**src/rtl/eth_csr_init.sv**
```systemverilog
module eth_csr_init #(
  parameter int ADDR_W = 24
) (
  input  logic              clk,
  input  logic              rst_n,
  input  logic [2:0]        host_addr,
  input  logic              host_wr,
  input  logic [15:0]       host_wdata,
  output logic [15:0]       host_rdata,
  input  logic [5:0]        status_set,
  input  logic              tx_demand_ack,
  output logic              mem_req,
  output logic [ADDR_W-1:0] mem_addr,
  input  logic              mem_ack,
  input  logic [15:0]       mem_rdata,
  output logic [15:0]       cfg_mode,
  output logic [47:0]       cfg_station,
  output logic [63:0]       cfg_filter,
  output logic [ADDR_W-1:0] cfg_rx_base,
  output logic [7:0]        cfg_rx_len,
  output logic [ADDR_W-1:0] cfg_tx_base,
  output logic [7:0]        cfg_tx_len,
  output logic              ring_idx_clr,
  output logic              rx_on,
  output logic              tx_on,
  output logic              tx_demand,
  output logic              irq
);
  localparam int NWORDS = 12;
  localparam int IDX_W  = $clog2(NWORDS);
  localparam int B_SERR = 15, B_BABL = 14, B_CERR = 13, B_MISS = 12, B_MERR = 11;
  localparam int B_RINT = 10, B_TINT = 9, B_IDON = 8, B_INTR = 7, B_INEA = 6;
  localparam int B_RXON = 5, B_TXON = 4, B_TDMD = 3, B_STOP = 2, B_STRT = 1, B_INIT = 0;

  logic [15:0] csr0_q, csr1_q, csr2_q, csr3_q, pre, csr0_d, csr0_view;
  logic [1:0]  sel_q;
  logic        busy_q, last, fetch_done, fetch_start, abort;
  logic [IDX_W-1:0]  idx_q;
  logic [ADDR_W-1:0] base_q;
  logic [15:0] stage_q [NWORDS-1];
  logic        serr, intr, wr_data, wr_sel;

  assign wr_data = host_wr && host_addr == 3'd0;
  assign wr_sel  = host_wr && host_addr == 3'd4;

  assign serr = |csr0_q[B_BABL:B_MERR];
  assign intr = csr0_q[B_BABL] | (|csr0_q[B_MISS:B_IDON]);
  assign csr0_view = csr0_q | ({15'b0, serr} << B_SERR) | ({15'b0, intr} << B_INTR);

  always_comb begin
    case (host_addr)
      3'd4: host_rdata = {14'b0, sel_q};
      3'd0: case (sel_q)
              2'd0: host_rdata = csr0_view;
              2'd1: host_rdata = csr1_q;
              2'd2: host_rdata = csr2_q;
              default: host_rdata = csr3_q;
            endcase
      default: host_rdata = 16'h0;
    endcase
  end

  always_comb begin
    pre = csr0_q;
    if (tx_demand_ack) pre[B_TDMD] = 1'b0;
    if (wr_data && sel_q == 2'd0) begin
      pre[B_BABL:B_IDON] = pre[B_BABL:B_IDON] & ~host_wdata[B_BABL:B_IDON];
      if (host_wdata[B_TDMD]) pre[B_TDMD] = 1'b1;
      if (host_wdata[B_STRT]) begin pre[B_STRT] = 1'b1; pre[B_STOP] = 1'b0; end
      if (host_wdata[B_INIT]) begin pre[B_INIT] = 1'b1; pre[B_STOP] = 1'b0; end
      if (host_wdata[B_STOP]) begin
        pre[B_STOP] = 1'b1; pre[B_STRT] = 1'b0; pre[B_INIT] = 1'b0;
      end
      pre[B_INEA] = host_wdata[B_INEA];
    end
    pre[B_BABL:B_TINT] = pre[B_BABL:B_TINT] | status_set;
  end

  assign last        = idx_q == IDX_W'(NWORDS - 1);
  assign fetch_done  = busy_q && mem_ack && last && pre[B_INIT];
  assign fetch_start = !busy_q && csr0_q[B_INIT] && pre[B_INIT];
  assign abort       = busy_q && !pre[B_INIT];

  always_comb begin
    csr0_d = pre;
    if (fetch_done) begin
      csr0_d[B_TXON] = !stage_q[0][1];
      csr0_d[B_RXON] = !stage_q[0][0];
      csr0_d[B_IDON] = 1'b1;
      csr0_d[B_INIT] = 1'b0;
    end
    if (csr0_d[B_MERR]) begin csr0_d[B_RXON] = 1'b0; csr0_d[B_TXON] = 1'b0; end
    if (csr0_d[B_STOP]) csr0_d[B_IDON] = 1'b0;
    csr0_d[B_SERR] = 1'b0;
    csr0_d[B_INTR] = 1'b0;
  end

  always_ff @(posedge clk) begin
    if (!rst_n) begin
      csr0_q <= 16'h0004;
      csr1_q <= '0;
      csr2_q <= '0;
      csr3_q <= '0;
      sel_q  <= '0;
    end else begin
      csr0_q <= csr0_d;
      if (wr_sel) sel_q <= host_wdata[1:0];
      if (wr_data && sel_q == 2'd1) csr1_q <= host_wdata;
      if (wr_data && sel_q == 2'd2) csr2_q <= host_wdata;
      if (wr_data && sel_q == 2'd3) csr3_q <= host_wdata;
    end
  end

  always_ff @(posedge clk) begin
    if (!rst_n) begin
      busy_q <= 1'b0;
      idx_q  <= '0;
      base_q <= '0;
      for (int i = 0; i < NWORDS - 1; i++) stage_q[i] <= '0;
    end else if (busy_q) begin
      if (abort) busy_q <= 1'b0;
      else if (mem_ack) begin
        if (last) busy_q <= 1'b0;
        else begin
          stage_q[idx_q] <= mem_rdata;
          idx_q <= idx_q + 1'b1;
        end
      end
    end else if (fetch_start) begin
      busy_q <= 1'b1;
      idx_q  <= '0;
      base_q <= ADDR_W'({csr2_q[7:0], csr1_q});
    end
  end

  always_ff @(posedge clk) begin
    if (!rst_n) begin
      cfg_mode     <= '0;
      cfg_station  <= '0;
      cfg_filter   <= '0;
      cfg_rx_base  <= '0;
      cfg_rx_len   <= 8'd1;
      cfg_tx_base  <= '0;
      cfg_tx_len   <= 8'd1;
      ring_idx_clr <= 1'b0;
    end else begin
      ring_idx_clr <= fetch_done;
      if (fetch_done) begin
        cfg_mode    <= stage_q[0];
        cfg_station <= {stage_q[3], stage_q[2], stage_q[1]};
        cfg_filter  <= {stage_q[7], stage_q[6], stage_q[5], stage_q[4]};
        cfg_rx_base <= ADDR_W'({stage_q[9][7:0], stage_q[8]});
        cfg_rx_len  <= 8'd1 << stage_q[9][15:13];
        cfg_tx_base <= ADDR_W'({mem_rdata[7:0], stage_q[10]});
        cfg_tx_len  <= 8'd1 << mem_rdata[15:13];
      end
    end
  end

  assign mem_req   = busy_q;
  assign mem_addr  = base_q + ADDR_W'({idx_q, 1'b0});
  assign rx_on     = csr0_q[B_RXON];
  assign tx_on     = csr0_q[B_TXON];
  assign tx_demand = csr0_q[B_TDMD];
  assign irq       = intr & csr0_q[B_INEA];

  p_sel_low_bits_r1: assert property (@(posedge clk) disable iff (!rst_n)
    wr_sel |=> sel_q == $past(host_wdata[1:0]));
  p_stop_wins_r4: assert property (@(posedge clk) disable iff (!rst_n)
    csr0_q[B_STOP] |-> !csr0_q[B_STRT] && !csr0_q[B_INIT]);
  p_req_hold_r6: assert property (@(posedge clk) disable iff (!rst_n)
    mem_req && !mem_ack |=> !mem_req || $stable(mem_addr));
  p_done_flags_r8: assert property (@(posedge clk) disable iff (!rst_n)
    ring_idx_clr |-> csr0_q[B_IDON] && !csr0_q[B_INIT]);
  p_irq_enable_r9: assert property (@(posedge clk) disable iff (!rst_n)
    irq |-> csr0_q[B_INEA]);
  p_merr_off_r10: assert property (@(posedge clk) disable iff (!rst_n)
    csr0_q[B_MERR] |-> !rx_on && !tx_on);
  p_stop_idon_r11: assert property (@(posedge clk) disable iff (!rst_n)
    csr0_q[B_STOP] |-> !csr0_q[B_IDON]);
  p_cfg_only_on_done_r12: assert property (@(posedge clk) disable iff (!rst_n)
    !$stable(cfg_mode) || !$stable(cfg_rx_base) |-> ring_idx_clr);
endmodule

```
**config.mk**
```make
export PLATFORM = sky130hd
export DESIGN_NAME = eth_csr_init
export DESIGN_NICKNAME = d
export VERILOG_FILES = /design/src/rtl/eth_csr_init.sv
export SDC_FILE = /design/constraint.sdc
export NUM_CORES = 1
export LEC_CHECK = 0
export BUFFER_PORTS_ARGS = -buffer_cell sky130_fd_sc_hd__buf_2
export CORE_ASPECT_RATIO = 0.9
export CORE_UTILIZATION = 40
export CTS_BUF_LIST = sky130_fd_sc_hd__clkbuf_8
export DETAILED_ROUTE_END_ITERATION = 10
export HOLD_SLACK_MARGIN = 0.03
export PLACE_DENSITY = 0.71
export SLEW_MARGIN = 20
export SYNTH_ARGS = -nofsm -noshare
export SYNTH_HDL_FRONTEND = slang
export SYNTH_SLANG_ARGS = --single-unit
```
**constraint.sdc**
```tcl
create_clock -name clk -period 3.75 [get_ports clk]
set_input_delay 0.5625 -clock clk [delete_from_list [all_inputs] [get_ports clk]]
set_output_delay 0.5625 -clock clk [all_outputs]
set_load 0.02 [all_outputs]
```
==> summary.txt, run 1 <==
Setup path
  – Req. time, crit path: between 3 and 4 ns
  – Kind of critical path: reg -> out
  – CP Launch Type: flip-flop
  – CP Data Arrival Time: 2.93 ns
  – Crit Path Max Fanout: 10
  – Critical path's slowest cell: dfxtp_1
  – Reg-to-reg startpoint: sel_q[0]$_SDFFE_PN0P_
  – Crit path launch: idx_q[1]$_SDFFE_PN0P_
  – Critical path endpoint category: output pin
  – Largest stage delay, worst path: 0.49 ns
  – Crit-path cells: inv_1 > fa_1 > nor2b_1 > o21a_1 > o2111ai_1 > xnor2_1 > buf_2

Detailed routing
  – Vias/cell: about 5.5
  – DR vias: 15150
  – Detailed router's first-iteration violation count: approximately 1500
  – DRC: 0
  – Routed Antenna Nets: 0
  – WL final: 54930 um
  – Wire length per cell: 20.00 um
  – First-pass DRT Iterations: 5

Yosys
  – Flops & latches, synth: roughly 460
  – Post-synth top area share: 0.3330
  – Synthesized area: 18160 um2
  – Ys flop type: dfxtp_1
  – Avg Inst Size Synth: 9.841 um2
  – Most frequent cell after synthesis: dfxtp_1
  – Synth cell types: 61
  – Post-Synthesis Cells: ~1800
  – Syn_nets: 1897
  – Commonest cells post-synth: dfxtp_1, a21oi_1, o21ai_0
  – FFs w/ async S/R, synth: 0
  – Sequential cell area fraction in the yosys report: 0.5893
  – Post-synth EDFFs: 155
  – Yosys Warn Count: 0
  – Yosys top cell by area: dfxtp_1
  – Top area cells in the synthesized netlist: dfxtp_1, edfxtp_1, a21oi_1

Floorplan
  – Initial Utilization: 0.4082
  – Core Region: 44480 um2
  – Height of the chip: 204.1 um
  – Num ports: between 200 and 300
  – Die ar.: roughly 46000 um2
  – Overall die width: 226.6 um
  – Rows: 73

Timing
  – Unrepaired setup endpoints after global routing: false
  – Fmax: 286.1 MHz
  – Final min period: 3.495 ns
  – Final setup margin: 0.2552 ns
  – Max Clock Skew: 0.04577 ns
  – Slew Limit Fails: 0
  – Final hold viol count: 0
  – Max_slew headroom: 0.2402
  – Final Setup Violations: 0
  – Slew @ Worst Pin: 1.140 ns
  – Setup tns final: 0 ns
  – Period utilisation layout: 0.9320

Finish
  – # fillers: approximately 4200
  – Final net count: between 2000 and 2500
  – Share of cells above drive strength 1: 0.2200
  – Synth-to-Final Area Change: 19.10%

CTS
  – Clock sinks: about 460
  – Num CTS Buffers: 76
  – Worst skew pair latency: ~0.65 ns
  – CTS HTree Levels: 3
  – Postcts setup bufs: 0
  – Root buf cell: clkbuf_8
  – Clk pin slew, worst setup/hold paths: 0.05 ns
  – Cts hold-fix bufs: 0
  – Cts repair resizes: 0
  – TritonCTS clock tree: done
  – Clock tree buffer depth: 3

Power
  – P_leak: 8.536 nW
  – Pwr dens: 453.3 nW/um2
  – VDD IR max: 0.2811 mV

Hold path
  – Hold Startpoint: status_set[3]
  – Hold Crit Class: in -> reg

Placed design
  – Pre-CTS WS: 0.8154 ns
  – PortBufs: 283
  – GPL Wtd Cong: 0.8721
  – Dpl hpwl: approximately 36000 um

Global route
  – First-pass GRT wire length: 83110 um
  – GR Util All Layers: 0.2344
  – Vias in the first global route: 14230
  – Antenna violations before repair: 8
  – Grt ovf: 0
  – Pin count of the biggest net entering global routing: 217

Status
  – Status: finished clean

Run
  – Maxcap violations: 0
logic make-up after synthesis:
logic type	after synthesis	share of synthesized area
AO/OA/AOI/OAI	501	0.1501
XOR/XNOR	21	0.01013
adder cells (fa/ha/maj)	6	0.004548
buffers and inverters	187	0.04059
flip-flops	457	0.5893
multiplexers	57	0.04114
AND/OR/NAND/NOR	616	0.1642
report_power, final:
group	internal (W)	switching [W]	leakage, nW
clock network	0.00224	0.00199	0.877
logic	0.0000761	0.000269	3.71
registers	0.00519	0.0000341	3.95
flip-flops by register name, indices dropped and copies added, names as in the netlist, 2 cells and up:
register     cells
stage_q        171
cfg_filter      64
cfg_station     48
base_q          24
cfg_rx_base     24
cfg_tx_base     24
cfg_mode        16
csr1_q          16
csr2_q          16
csr3_q          16
csr0_q          14
cfg_rx_len       8
cfg_tx_len       8
idx_q            4
sel_q            2
cell type report:
cell class                 instances  area, um2  share of cell area
antenna                            5      12.51           0.0005786
clock buffer                      89       1225             0.05665
clock inverter                    47      241.5             0.01117
inverter                          23      93.84            0.004340
multi-input combinational       1201       6763              0.3128
sequential                       457      10700              0.4949
tap                              600      750.7             0.03472
timing repair buffer             324       1837             0.08494
per-stage QoR:
stage          hold slack (ns)  utilization  power [W]  area, um2  std cells
2_1_floorplan           0.4329            -   0.005507      18160       1845
3_3_place_gp            0.4384       0.4529   0.005667      20140       2605
3_5_place_dp            0.4469       0.4529   0.005671      20140       2605
4_1_cts                 0.1134       0.4858   0.009867      21610       2741
5_1_grt                 0.1264       0.4860    0.01011      21620       2744
6_report                0.1469       0.4861   0.009802      21620       2746
worst max-delay path: cells and delay by family (launching register included):
family                   cells  cell delay, ns
AO/OA/AOI/OAI                2            0.60
flip-flops                   1            0.49
adder cells (fa/ha/maj)      1            0.47
buffers and inverters        2            0.35
XOR/XNOR                     1            0.25
AND/OR/NAND/NOR              1            0.14
worst paths after layout:
| kind | endpoint | slack, ns | cells after the start |
|---|---|---|---|
| setup / recovery | mem_addr[17] | 0.26 | 7 |
| hold / removal | csr0_q[12]$_SDFF_PN0_ | 0.15 | 2 |
| setup reg to reg | stage_q[0][3]$_SDFFCE_PN0P_ | 0.78 | 6 |
| hold reg to reg | csr3_q[4]$_SDFFE_PN0P_ | 0.45 | 2 |
routing by layer:
metal / up-vias / wire [um] / GRT usage
li1: 7040 / - / -
met1: 7328 / 23160 / 0.3093
met2: 659 / 25110 / 0.3632
met3: 114 / 4867 / 0.06699
met4: 6 / 1761 / 0.08977
met5: - / 32 / 0
layout by cell type (no fill, tap or decap), types with 19 or more instances in the layout:
cell type,netlist,layout
nand2b_1,19,19
a21oi_1,238,238
xnor2_1,20,20
dfxtp_1,302,302
nand3_1,185,185
nor2_1,166,166
buf_2,13,283
inv_1,23,54
nand2_1,109,109
edfxtp_1,155,155
and2_1,50,50
clkbuf_8,0,89
nand4_1,23,23
buf_4,3,32
o21ai_0,205,197
mux2i_1,42,42
Power figures use the tool's default switching activity.
==> run 2: changes to the inputs <==
--- a/config.mk
+++ b/config.mk
@@ -12,6 +12,7 @@
 export DETAILED_ROUTE_END_ITERATION = 10
 export HOLD_SLACK_MARGIN = 0.03
 export PLACE_DENSITY = 0.71
+export REMOVE_ABC_BUFFERS = 1
 export SLEW_MARGIN = 20
 export SYNTH_ARGS = -nofsm -noshare
 export SYNTH_HDL_FRONTEND = slang
==> run 2 against run 1 <==
  * Critical path type unchanged
  * Sequential power hardly changed
  * Count of clock-buffer cells in the layout is 5 higher
  * First-iteration DRC count is 11% lower
  * Global-route usage is 1.0 points lower
  * Wire length is 4.5% lower
  * Maximum frequency is 1.7% lower
  * Sequential cell count stayed put
  * Highest routed layer unchanged
  * Largest cell class unchanged
  * Worst setup slack worse by 0.059 ns
  * Clock skew is 0.019 ns lower
  * Utilization hardly changed
==> summary.txt, run 2 (synthesized netlist as in run 1, its figures left out) <==
Setup path
  – Largest stage delay, worst path: 0.54 ns (+0.05 ns)
  – Critical path endpoint category: output pin
  – R2R cell count: 5 (-1)
  – Reg-to-reg startpoint: sel_q[1]$_SDFFE_PN0P_
  – Worst reg2reg setup slack: 0.76 ns (-0.02 ns)
  – CP Buf/Inv Count: 2 (unchanged)
  – Levels on crit path: 7 (unchanged)
  – Worst R2R End: stage_q[10][2]$_SDFFE_PN0P_
  – CP Data Arrival Time: 2.99 ns (+0.06 ns)
  – Kind of critical path: reg -> out
  – Crit Path Max Fanout: 10 (unchanged)
  – CP Launch Type: flip-flop
  – Critical path's slowest cell: dfxtp_1
  – Critical path's top delay family: compound AO/OA/AOI/OAI gates
  – Crit-path cells: inv_1 > fa_1 > nor2b_1 > o21a_1 > o2111ai_1 > xnor2_1 > buf_2
  – Req. time, crit path: 3.19 ns (about the same)

Floorplan
  – Initial Utilization: 0.4082 (unchanged)
  – Rows: 73 (unchanged)
  – Num ports: 284 (unchanged)
  – Core Region: 44480 um2 (unchanged)
  – Die ar.: 46250 um2 (unchanged)
  – Overall die width: 226.6 um (unchanged)
  – Height of the chip: 204.1 um (unchanged)

CTS
  – Cts hold-fix bufs: 0 (unchanged)
  – CTS HTree Levels: 3 (unchanged)
  – Clock sinks: 457 (unchanged)
  – TritonCTS clock tree: done
  – Worst skew pair latency: 0.64 ns (about the same)
  – Num CTS Buffers: 76 (unchanged)
  – Clk pin slew, worst setup/hold paths: 0.06 ns (about the same)
  – Cts repair resizes: 0 (unchanged)
  – Clock tree buffer depth: 3 (unchanged)
  – Root buf cell: clkbuf_8
  – Postcts setup bufs: 0 (unchanged)

Timing
  – Max Clock Skew: 0.02709 ns (-0.01868 ns)
  – Final hold viol count: 0 (unchanged)
  – Period utilisation layout: 0.9476 (+0.01567)
  – Final Setup Violations: 0 (unchanged)
  – Unrepaired setup endpoints after global routing: false
  – Fmax: 281.4 MHz (-1.7%)
  – Hold WS: 0.1238 ns (-0.02311 ns)
  – Final min period: 3.554 ns (+0.05877 ns)
  – Slew Limit Fails: 0 (unchanged)
  – Slew @ Worst Pin: 1.003 ns (-0.1363 ns)
  – Max_slew headroom: 0.3249 (+0.08468)

Placed design
  – Dpl hpwl: 33380 um (-8.2%)
  – PortBufs: 283 (unchanged)
  – Placed cell areas: 20070 um2 (-0.39%)
  – GPL Wtd Cong: 0.8915 (+2.2%)

Status
  – Status: finished clean

Detailed routing
  – DR vias: 15170 (+0.15%)
  – Routed Antenna Nets: 0 (unchanged)
  – WL final: 52480 um (-4.5%)
  – First-pass DRT Iterations: 5 (unchanged)
  – DRC: 0 (unchanged)
  – Vias/cell: 5.530 (+0.25%)
  – Wire length per cell: 19.13 um (-4.4%)
  – Detailed router's first-iteration violation count: 1351 (-11%)

Finish
  – Largest Register: stage_q
  – Share of cells above drive strength 1: 0.2233 (+0.003270)
  – Largest register FFs: 171 (unchanged)
  – Synth-to-Final Area Change: 19.19% (about the same)
  – Commonest cells after routing, fill and taps aside: dfxtp_1, buf_2, a21oi_1
  – Top flop regs: stage_q (171), cfg_filter (64), cfg_station (48)
  – Core occupancy in the finished layout: 0.4865 (about the same)
  – Most common cell after layout, fill and taps aside: dfxtp_1
  – Final instance area: 21640 um2 (about the same)
  – Final net count: 2133 (-0.094%)

Power
  – Design Power: 0.009931 W (+1.3%)
  – P_leak: 8.528 nW (about the same)
  – Pwr dens: 458.9 nW/um2 (+1.2%)
  – VDD IR max: 0.2363 mV (-16%)

Hold path
  – Hold Crit Class: in -> reg
  – Hold EP: csr0_q[9]$_SDFF_PN0_
  – Hold Startpoint: status_set[0]
  – Worst Hold Depth: 2 (unchanged)

Global route
  – First-pass GRT wire length: 80560 um (-3.1%)
  – GR Util All Layers: 0.2243 (-0.01007)
  – Grt ovf: 0 (unchanged)
  – Antenna violations before repair: 4 (-4)
  – Pin count of the biggest net entering global routing: 274 (+26%)
  – Vias in the first global route: 14360 (+0.89%)

Run
  – Maxcap violations: 0 (unchanged)
==> run 2: changes by cell type in the layout (fill, tap and decap cells not counted), moves of 3 or more <==
cell      change
buf_12        -5
clkbuf_8      +5
diode_2       -3
inv_1         -7
==> run 2: worst max-delay path by stage <==
stage                                      from  slack, ns                            to
after floorplan           sel_q[0]$_SDFFE_PN0P_      -4.46   stage_q[5][0]$_SDFFCE_PN0P_
after global placement             host_addr[1]       0.62   stage_q[10][9]$_SDFFE_PN0P_
after detailed placement           host_addr[1]       0.55  stage_q[10][14]$_SDFFE_PN0P_
after CTS                 idx_q[1]$_SDFFE_PN0P_       0.17                   mem_addr[9]
after global routing      idx_q[1]$_SDFFE_PN0P_       0.04                   mem_addr[9]
final                     idx_q[1]$_SDFFE_PN0P_       0.20                   mem_addr[9]
==> run 2: metal layers <==
layer | GRT usage | up-vias | part of all wire
met4 | 0.08542 | 4 | 0.029
li1 | - | 7027 | -
met2 | 0.3512 | 695 | 0.46
met3 | 0.05506 | 112 | 0.085
met1 | 0.2990 | 7331 | 0.42
met5 | 0 | - | 0.00042
==> run 2: area by class of cell <==
cell class	count	area [um2]
Multi-Input combinational cell	1201	6770
Timing Repair Buffer	322	1779
Sequential cell	457	10700
Clock buffer	94	1294
Fill cell	4149	22840
Antenna cell	2	5.005
Tap cell	600	750.7
Clock inverter	44	247.7
Inverter	23	93.84
==> run 2: worst reg2reg max path: stages (launching register included) <==
cell     delay, ns
dfxtp_1       0.48
nor3b_2       0.47
a31o_4        0.29
buf_4         0.58
nand4_1       0.59
o221a_2       0.47
==> run 2: per-stage QoR <==
| stage | worst slack [ns] | TNS [ns] | instances |
|---|---|---|---|
| 4_1_cts | 0.1747 | 0 | 2740 |
| 2_1_floorplan | -4.465 | -1746.29 | 1681 |
| 6_report | 0.1964 | 0 | 2743 |
| 3_5_place_dp | 0.5466 | 0 | 2602 |
| 5_1_grt | 0.04291 | 0 | 2742 |
| 3_3_place_gp | 0.6172 | 0 | 2602 |
==> run 2: power breakdown <==
part / internal (W) / total, W / switching, W
Sequential: 0.00519 / 0.00522 / 0.0000310
Clock: 0.00235 / 0.00437 / 0.00202
Combinational: 0.0000786 / 0.000337 / 0.000259
Total: 0.00762 / 0.00993 / 0.00231
